[config.mk]
export PLATFORM = sky130hd
export DESIGN_NAME = acc_core
export DESIGN_NICKNAME = d
export VERILOG_FILES = /design/src/rtl/acc_pkg.sv /design/src/rtl/acc_adder.sv /design/src/rtl/acc_ctrl.sv /design/src/rtl/acc_datapath.sv /design/src/rtl/acc_core.sv
export SDC_FILE = /design/constraint.sdc
export NUM_CORES = 1
export LEC_CHECK = 0
export BUFFER_PORTS_ARGS = -buffer_cell sky130_fd_sc_hd__buf_4
export CAP_MARGIN = 20
export CORE_MARGIN = 3
export CORE_UTILIZATION = 40
export CTS_CLUSTER_SIZE = 10
export DETAILED_ROUTE_END_ITERATION = 8
export PLACE_DENSITY = 0.61
export SLEW_MARGIN = 20
export SYNTH_ARGS = -nofsm -noshare
export SYNTH_HDL_FRONTEND = slang
export SYNTH_SLANG_ARGS = --single-unit
[constraint.sdc]
create_clock -name clk -period 19 [get_ports clk]
set_clock_uncertainty 0.05 [all_clocks]
set_input_delay 1.9 -clock clk [delete_from_list [all_inputs] [get_ports clk]]
set_output_delay 1.9 -clock clk [all_outputs]
set_load 0.01 [all_outputs]
[src/rtl/acc_pkg.sv]
package acc_pkg;

  typedef enum logic [1:0] {
    OP_LOAD  = 2'b00,
    OP_STORE = 2'b01,
    OP_ADD   = 2'b10,
    OP_BRNEG = 2'b11
  } acc_op_e;

  typedef enum logic [2:0] {
    ST_FETCH_A,
    ST_FETCH_M,
    ST_DECODE,
    ST_OPER_RD,
    ST_OPER_WR,
    ST_EXEC,
    ST_BRANCH,
    ST_ADVANCE
  } acc_state_e;

  typedef struct packed {
    logic mar_from_pc;
    logic mar_from_ir;
    logic ir_load;
    logic mbr_from_mem;
    logic mbr_from_ac;
    logic ac_from_mbr;
    logic ac_from_sum;
    logic pc_jump;
    logic pc_step;
  } acc_ctl_t;

endpackage

[src/rtl/acc_adder.sv]
module acc_adder #(
  parameter int WIDTH = 16
) (
  input  logic [WIDTH-1:0] a,
  input  logic [WIDTH-1:0] b,
  output logic [WIDTH-1:0] sum
);

  logic [WIDTH-1:0] carry;

  assign carry[0] = 1'b0;

  genvar i;
  generate
    for (i = 0; i < WIDTH; i++) begin : g_slice
      assign sum[i] = a[i] ^ b[i] ^ carry[i];
      if (i < WIDTH - 1) begin : g_cy
        assign carry[i+1] = (a[i] & b[i]) | (carry[i] & (a[i] ^ b[i]));
      end
    end
  endgenerate

endmodule

[src/rtl/acc_ctrl.sv]
module acc_ctrl
  import acc_pkg::*;
(
  input  logic     clk,
  input  logic     rst_n,
  input  acc_op_e  opcode,
  input  logic     ac_neg,
  input  logic     mem_ready,
  output acc_ctl_t ctl,
  output logic     mem_rd,
  output logic     mem_wr
);

  acc_state_e state, nxt;

  always_ff @(posedge clk or negedge rst_n) begin
    if (!rst_n) state <= ST_FETCH_A;
    else        state <= nxt;
  end

  always_comb begin
    ctl    = '0;
    mem_rd = 1'b0;
    mem_wr = 1'b0;
    nxt    = state;
    case (state)
      ST_FETCH_A: begin
        ctl.mar_from_pc = 1'b1;
        nxt = ST_FETCH_M;
      end
      ST_FETCH_M: begin
        mem_rd = 1'b1;
        if (mem_ready) begin
          ctl.ir_load = 1'b1;
          nxt = ST_DECODE;
        end
      end
      ST_DECODE: begin
        case (opcode)
          OP_BRNEG: nxt = ST_BRANCH;
          OP_STORE: begin
            ctl.mar_from_ir = 1'b1;
            ctl.mbr_from_ac = 1'b1;
            nxt = ST_OPER_WR;
          end
          default: begin
            ctl.mar_from_ir = 1'b1;
            nxt = ST_OPER_RD;
          end
        endcase
      end
      ST_OPER_RD: begin
        mem_rd = 1'b1;
        if (mem_ready) begin
          ctl.mbr_from_mem = 1'b1;
          nxt = ST_EXEC;
        end
      end
      ST_OPER_WR: begin
        mem_wr = 1'b1;
        if (mem_ready) nxt = ST_ADVANCE;
      end
      ST_EXEC: begin
        if (opcode == OP_ADD) ctl.ac_from_sum = 1'b1;
        else                  ctl.ac_from_mbr = 1'b1;
        nxt = ST_ADVANCE;
      end
      ST_BRANCH: begin
        if (ac_neg) begin
          ctl.pc_jump = 1'b1;
          nxt = ST_FETCH_A;
        end else begin
          nxt = ST_ADVANCE;
        end
      end
      ST_ADVANCE: begin
        ctl.pc_step = 1'b1;
        nxt = ST_FETCH_A;
      end
      default: nxt = ST_FETCH_A;
    endcase
  end


  rd_wr_excl_chk: assert property (@(posedge clk) disable iff (!rst_n)
    !(mem_rd && mem_wr));


  rd_hold_chk: assert property (@(posedge clk) disable iff (!rst_n)
    (mem_rd && !mem_ready) |=> mem_rd);


  wr_hold_chk: assert property (@(posedge clk) disable iff (!rst_n)
    (mem_wr && !mem_ready) |=> mem_wr);

endmodule

[src/rtl/acc_datapath.sv]
module acc_datapath
  import acc_pkg::*;
#(
  parameter int DATA_W = 16,
  parameter int ADDR_W = 14
) (
  input  logic              clk,
  input  logic              rst_n,
  input  acc_ctl_t          ctl,
  input  logic [DATA_W-1:0] mem_rdata,
  output logic [ADDR_W-1:0] mar,
  output logic [DATA_W-1:0] mbr,
  output logic [DATA_W-1:0] ac,
  output acc_op_e           opcode,
  output logic              ac_neg
);

  localparam int OP_W = DATA_W - ADDR_W;

  logic [ADDR_W-1:0] pc;
  logic [DATA_W-1:0] ir;
  logic [DATA_W-1:0] sum;
  logic [ADDR_W-1:0] ir_addr;

  assign ir_addr = ir[ADDR_W-1:0];
  assign opcode  = acc_op_e'(ir[DATA_W-1 -: OP_W]);
  assign ac_neg  = ac[DATA_W-1];

  acc_adder #(.WIDTH(DATA_W)) u_adder (
    .a   (ac),
    .b   (mbr),
    .sum (sum)
  );

  always_ff @(posedge clk or negedge rst_n) begin
    if (!rst_n) begin
      pc  <= '0;
      mar <= '0;
      ir  <= '0;
      mbr <= '0;
      ac  <= '0;
    end else begin
      if (ctl.mar_from_pc)       mar <= pc;
      else if (ctl.mar_from_ir)  mar <= ir_addr;
      if (ctl.ir_load)           ir  <= mem_rdata;
      if (ctl.mbr_from_mem)      mbr <= mem_rdata;
      else if (ctl.mbr_from_ac)  mbr <= ac;
      if (ctl.ac_from_sum)       ac  <= sum;
      else if (ctl.ac_from_mbr)  ac  <= mbr;
      if (ctl.pc_jump)           pc  <= ir_addr;
      else if (ctl.pc_step)      pc  <= pc + 1'b1;
    end
  end


  ac_sum_chk: assert property (@(posedge clk) disable iff (!rst_n)
    ctl.ac_from_sum |=> (ac == DATA_W'($past(ac) + $past(mbr))));


  ac_load_chk: assert property (@(posedge clk) disable iff (!rst_n)
    ctl.ac_from_mbr |=> (ac == $past(mbr)));


  br_take_chk: assert property (@(posedge clk) disable iff (!rst_n)
    ctl.pc_jump |=> (pc == $past(ir_addr)));


  pc_step_chk: assert property (@(posedge clk) disable iff (!rst_n)
    ctl.pc_step |=> (pc == ADDR_W'($past(pc) + 1'b1)));

endmodule

[src/rtl/acc_core.sv]
module acc_core
  import acc_pkg::*;
#(
  parameter int DATA_W = 16,
  parameter int ADDR_W = 14
) (
  input  logic              clk,
  input  logic              rst_n,
  output logic [ADDR_W-1:0] mem_addr,
  output logic              mem_rd,
  output logic              mem_wr,
  output logic [DATA_W-1:0] mem_wdata,
  input  logic [DATA_W-1:0] mem_rdata,
  input  logic              mem_ready
);

  acc_ctl_t          ctl;
  acc_op_e           opcode;
  logic              ac_neg;
  logic [DATA_W-1:0] ac;

  acc_ctrl u_ctrl (
    .clk       (clk),
    .rst_n     (rst_n),
    .opcode    (opcode),
    .ac_neg    (ac_neg),
    .mem_ready (mem_ready),
    .ctl       (ctl),
    .mem_rd    (mem_rd),
    .mem_wr    (mem_wr)
  );

  acc_datapath #(.DATA_W(DATA_W), .ADDR_W(ADDR_W)) u_dp (
    .clk       (clk),
    .rst_n     (rst_n),
    .ctl       (ctl),
    .mem_rdata (mem_rdata),
    .mar       (mem_addr),
    .mbr       (mem_wdata),
    .ac        (ac),
    .opcode    (opcode),
    .ac_neg    (ac_neg)
  );


  st_data_chk: assert property (@(posedge clk) disable iff (!rst_n)
    mem_wr |-> (mem_wdata == ac));


  rd_addr_hold_chk: assert property (@(posedge clk) disable iff (!rst_n)
    (mem_rd && !mem_ready) |=> $stable(mem_addr));


  wr_hold_chk: assert property (@(posedge clk) disable iff (!rst_n)
    (mem_wr && !mem_ready) |=> ($stable(mem_addr) && $stable(mem_wdata)));

endmodule

==> flow_metrics.tcl <==
set metrics [dict create \
    status "finished, final reports clean" \
    drtIter0Drc 152 \
    mostFrequentLayoutCell "dfrtp_1" \
    start_util_pct 41.3 \
    p_leak_nw 2.20 \
    dp.cells 556 \
    cpMostUsedCell "fa_1" \
    intPower_mw 0.489 \
    post-route-util_pct 47.3 \
    setup_viol 0 \
    fin_crit_ps 6670 \
    pwr-share-comb_pct 41.8 \
    cts_root_buf "clkbuf_8" \
    tns_ps 0 \
    p_seq_share_pct 41.8 \
    cp_slowest_stage_delay_ps 430 \
    max_freq_ghz 0.150 \
    critPathMaxFanout 4 \
    cts.sinks 79 \
    cts_resized 0 \
    syn2layout_area_growth_pct 14.6 \
    end_kind "flip-flop" \
    htree_num_levels 3 \
    hold_viol 0 \
    antenna_left 0 \
    setup_slack_ps 12330 \
    fin_total_pwr_mw 0.824 \
    antenna_cells 0 \
    critPathKind "flip-flop to flip-flop" \
    wl_um 9170 \
    syn_area_um2 4260 \
    postSynth.asyncResetShare_pct 100 \
    path_clk_slew_ps 80 \
    track_usage_pct 16.6 \
    period_share_pct 35.1 \
    p_switching_mw 0.335 \
    stdcell_area_um2 4890 \
    slowest_stage "fa_1" \
    final_cell_mix "dfrtp_1, buf_4, nand2_1, mux2i_1, o21ai_0" \
    ys_seq_area_share_pct 46.4 \
    die_x_um 109 \
    core_um2 10300 \
    port_buffers 50 \
    cts_tree "yes" \
    dr.pass1.iters 5 \
    relSlewSlack_pct 29.4 \
    crit_arrival_ps 6860 \
    synth-edff-count 0 \
    power.density_nw_per_um2 169 \
    rsz0062_at_grt "false" \
    antenna_found_initial 0 \
    synth_ff_type "dfrtp_1" \
    core.rowCount 37 \
    ys_ff_latch 79 \
    overflow 0 \
    yosys.area.top_type "dfrtp_1" \
    swShare_pct 40.6 \
    cts_buffer_depth 2 \
    grt_max_degree 80 \
    io_pins 51 \
    synth.distinct_cells 48 \
    syn_nets 426 \
    wl_per_cell_um 16.1 \
    peakVddDrop_mv 0.0731 \
    cts-hold-fix-buffers 0 \
    synthCells 391 \
    numCtsBuffers 9 \
    place.gp.congestion 0.806 \
    ys_top_cells_by_area "dfrtp_1, mux2i_1, fa_1, mux2_2, nand2_1" \
    clkPwrFrac_pct 16.4 \
    dieArea_um2 11900 \
    via_count 3033 \
    final_layout_size_suffix_gt1_share_pct 23.0 \
    worstPathCellList "ha_1 > fa_1 > fa_1 > fa_1 > fa_1 > fa_1 > fa_1 > fa_1 > fa_1 > fa_1 > fa_1 > fa_1 > inv_1 > fa_1 > inv_1 > fa_1 > fa_1 > a211o_1 > a21o_1" \
    ys_warn_count 0 \
    fp.dieH_um 109 \
    syn_area_per_cell_um2 10.9 \
    first_global_vias 2960 \
    crit_required_ps 19190 \
    fin_nets 466 \
    drcViolationCount 0 \
    postPlaceCellArea_um2 4670 \
    dp_hpwl_um 6530 \
    maxSlewViolCount 0 \
    grt_pass1_wl_um 15400 \
    hold_class "flip-flop to flip-flop" \
    cts_setup_buffers 0 \
    setup.worst_path.start_class "flip-flop" \
    cap_violations 0 \
    fin_worst_hold_slack_ps 469 \
    dp_worst_setup_slack_ps 12340 \
    synth_top_area_share_pct 46.4 \
    tightestPinTransition_ps 1060 \
    instances_no_fill 571 \
    clkLatencyLatePin_ps 350 \
    via_per_inst 5.31 \
]
-- path summary, 6_finish.rpt --
path | from | endpoint | slack (ps) | cells past startpoint
hold / removal | u_dp.mar[13] | u_dp.mar[13] | 470 | 2
max in group asynchronous | rst_n | u_dp.ac[6] | 16870 | 1
setup / recovery | u_dp.mbr[0] | u_dp.ac[15] | 12330 | 19
setup reg to reg | u_dp.mbr[0] | u_dp.ac[15] | 12330 | 19
hold reg to reg | u_dp.mar[13] | u_dp.mar[13] | 470 | 2
min in group asynchronous | rst_n | u_dp.mar[0] | 1520 | 1
-- cells in the mapped netlist (5+ instances only) --
cell and n:
dfrtp_1 79, a21oi_1 16, nor2_1 22, fa_1 14, xnor2_1 5, clkbuf_1 5
mux2i_1 41, inv_1 12, mux2_2 15, buf_2 9, o21ai_0 29, nand2_1 41
a22oi_1 6, nor2b_1 5, a21oi_2 10, o21ai_1 18, nand3_1 6
-- flip-flops by register name (all words and copies together), names as in the netlist --
name / count
u_dp.mar: 14
u_dp.pc: 14
u_ctrl.state: 3
u_dp.ac: 16
u_dp.ir: 16
u_dp.mbr: 16
-- worst max-delay path: cells and delay by family, from the launching register on --
kind / cells / cell delay, ps
adders and majority gates: 15 / 5530
AOI/OAI and AO/OA: 2 / 450
DFF: 1 / 420
buffers and inverters: 2 / 120
-- cells by family (layout without fill, tap and decap cells) --
family                     Yosys count  count (layout)  share of synthesized area [%]
adders and majority gates           16              16                           7.16
AOI/OAI and AO/OA                  100             100                           15.1
muxes                               56              56                           13.6
buffers and inverters               35              79                           4.67
DFF                                 79              79                           46.4
xor gates and xnor gates             5               5                           1.03
and+or+nand+nor                    100             100                           12.1
-- layer usage --
layer | GRT usage [%] | part of all wire (%)
met5 | 0 | 0
met4 | 5.43 | 1.5
met3 | 3.97 | 5.5
met2 | 25.3 | 46
met1 | 23.5 | 47
-- power groups by stage --
stage | clock [mW] | sequential [mW] | combinational, mW
2_1_floorplan | 0 | 0.320 | 0.267
3_3_place_gp | 0 | 0.343 | 0.340
3_5_place_dp | 0 | 0.348 | 0.349
4_1_cts | 0.140 | 0.345 | 0.350
5_1_grt | 0.146 | 0.361 | 0.390
6_report | 0.135 | 0.344 | 0.344
-- layout make-up --
class | count | area [µm²]
fill | 974 | 5440
clock inverter | 4 | 70.1
clock buffer | 11 | 141
inverter | 12 | 45.0
tap | 136 | 170
multi-input combinational | 277 | 2090
timing repair buffer | 52 | 394
sequential | 79 | 1980
(Power assumes the default switching activity.)
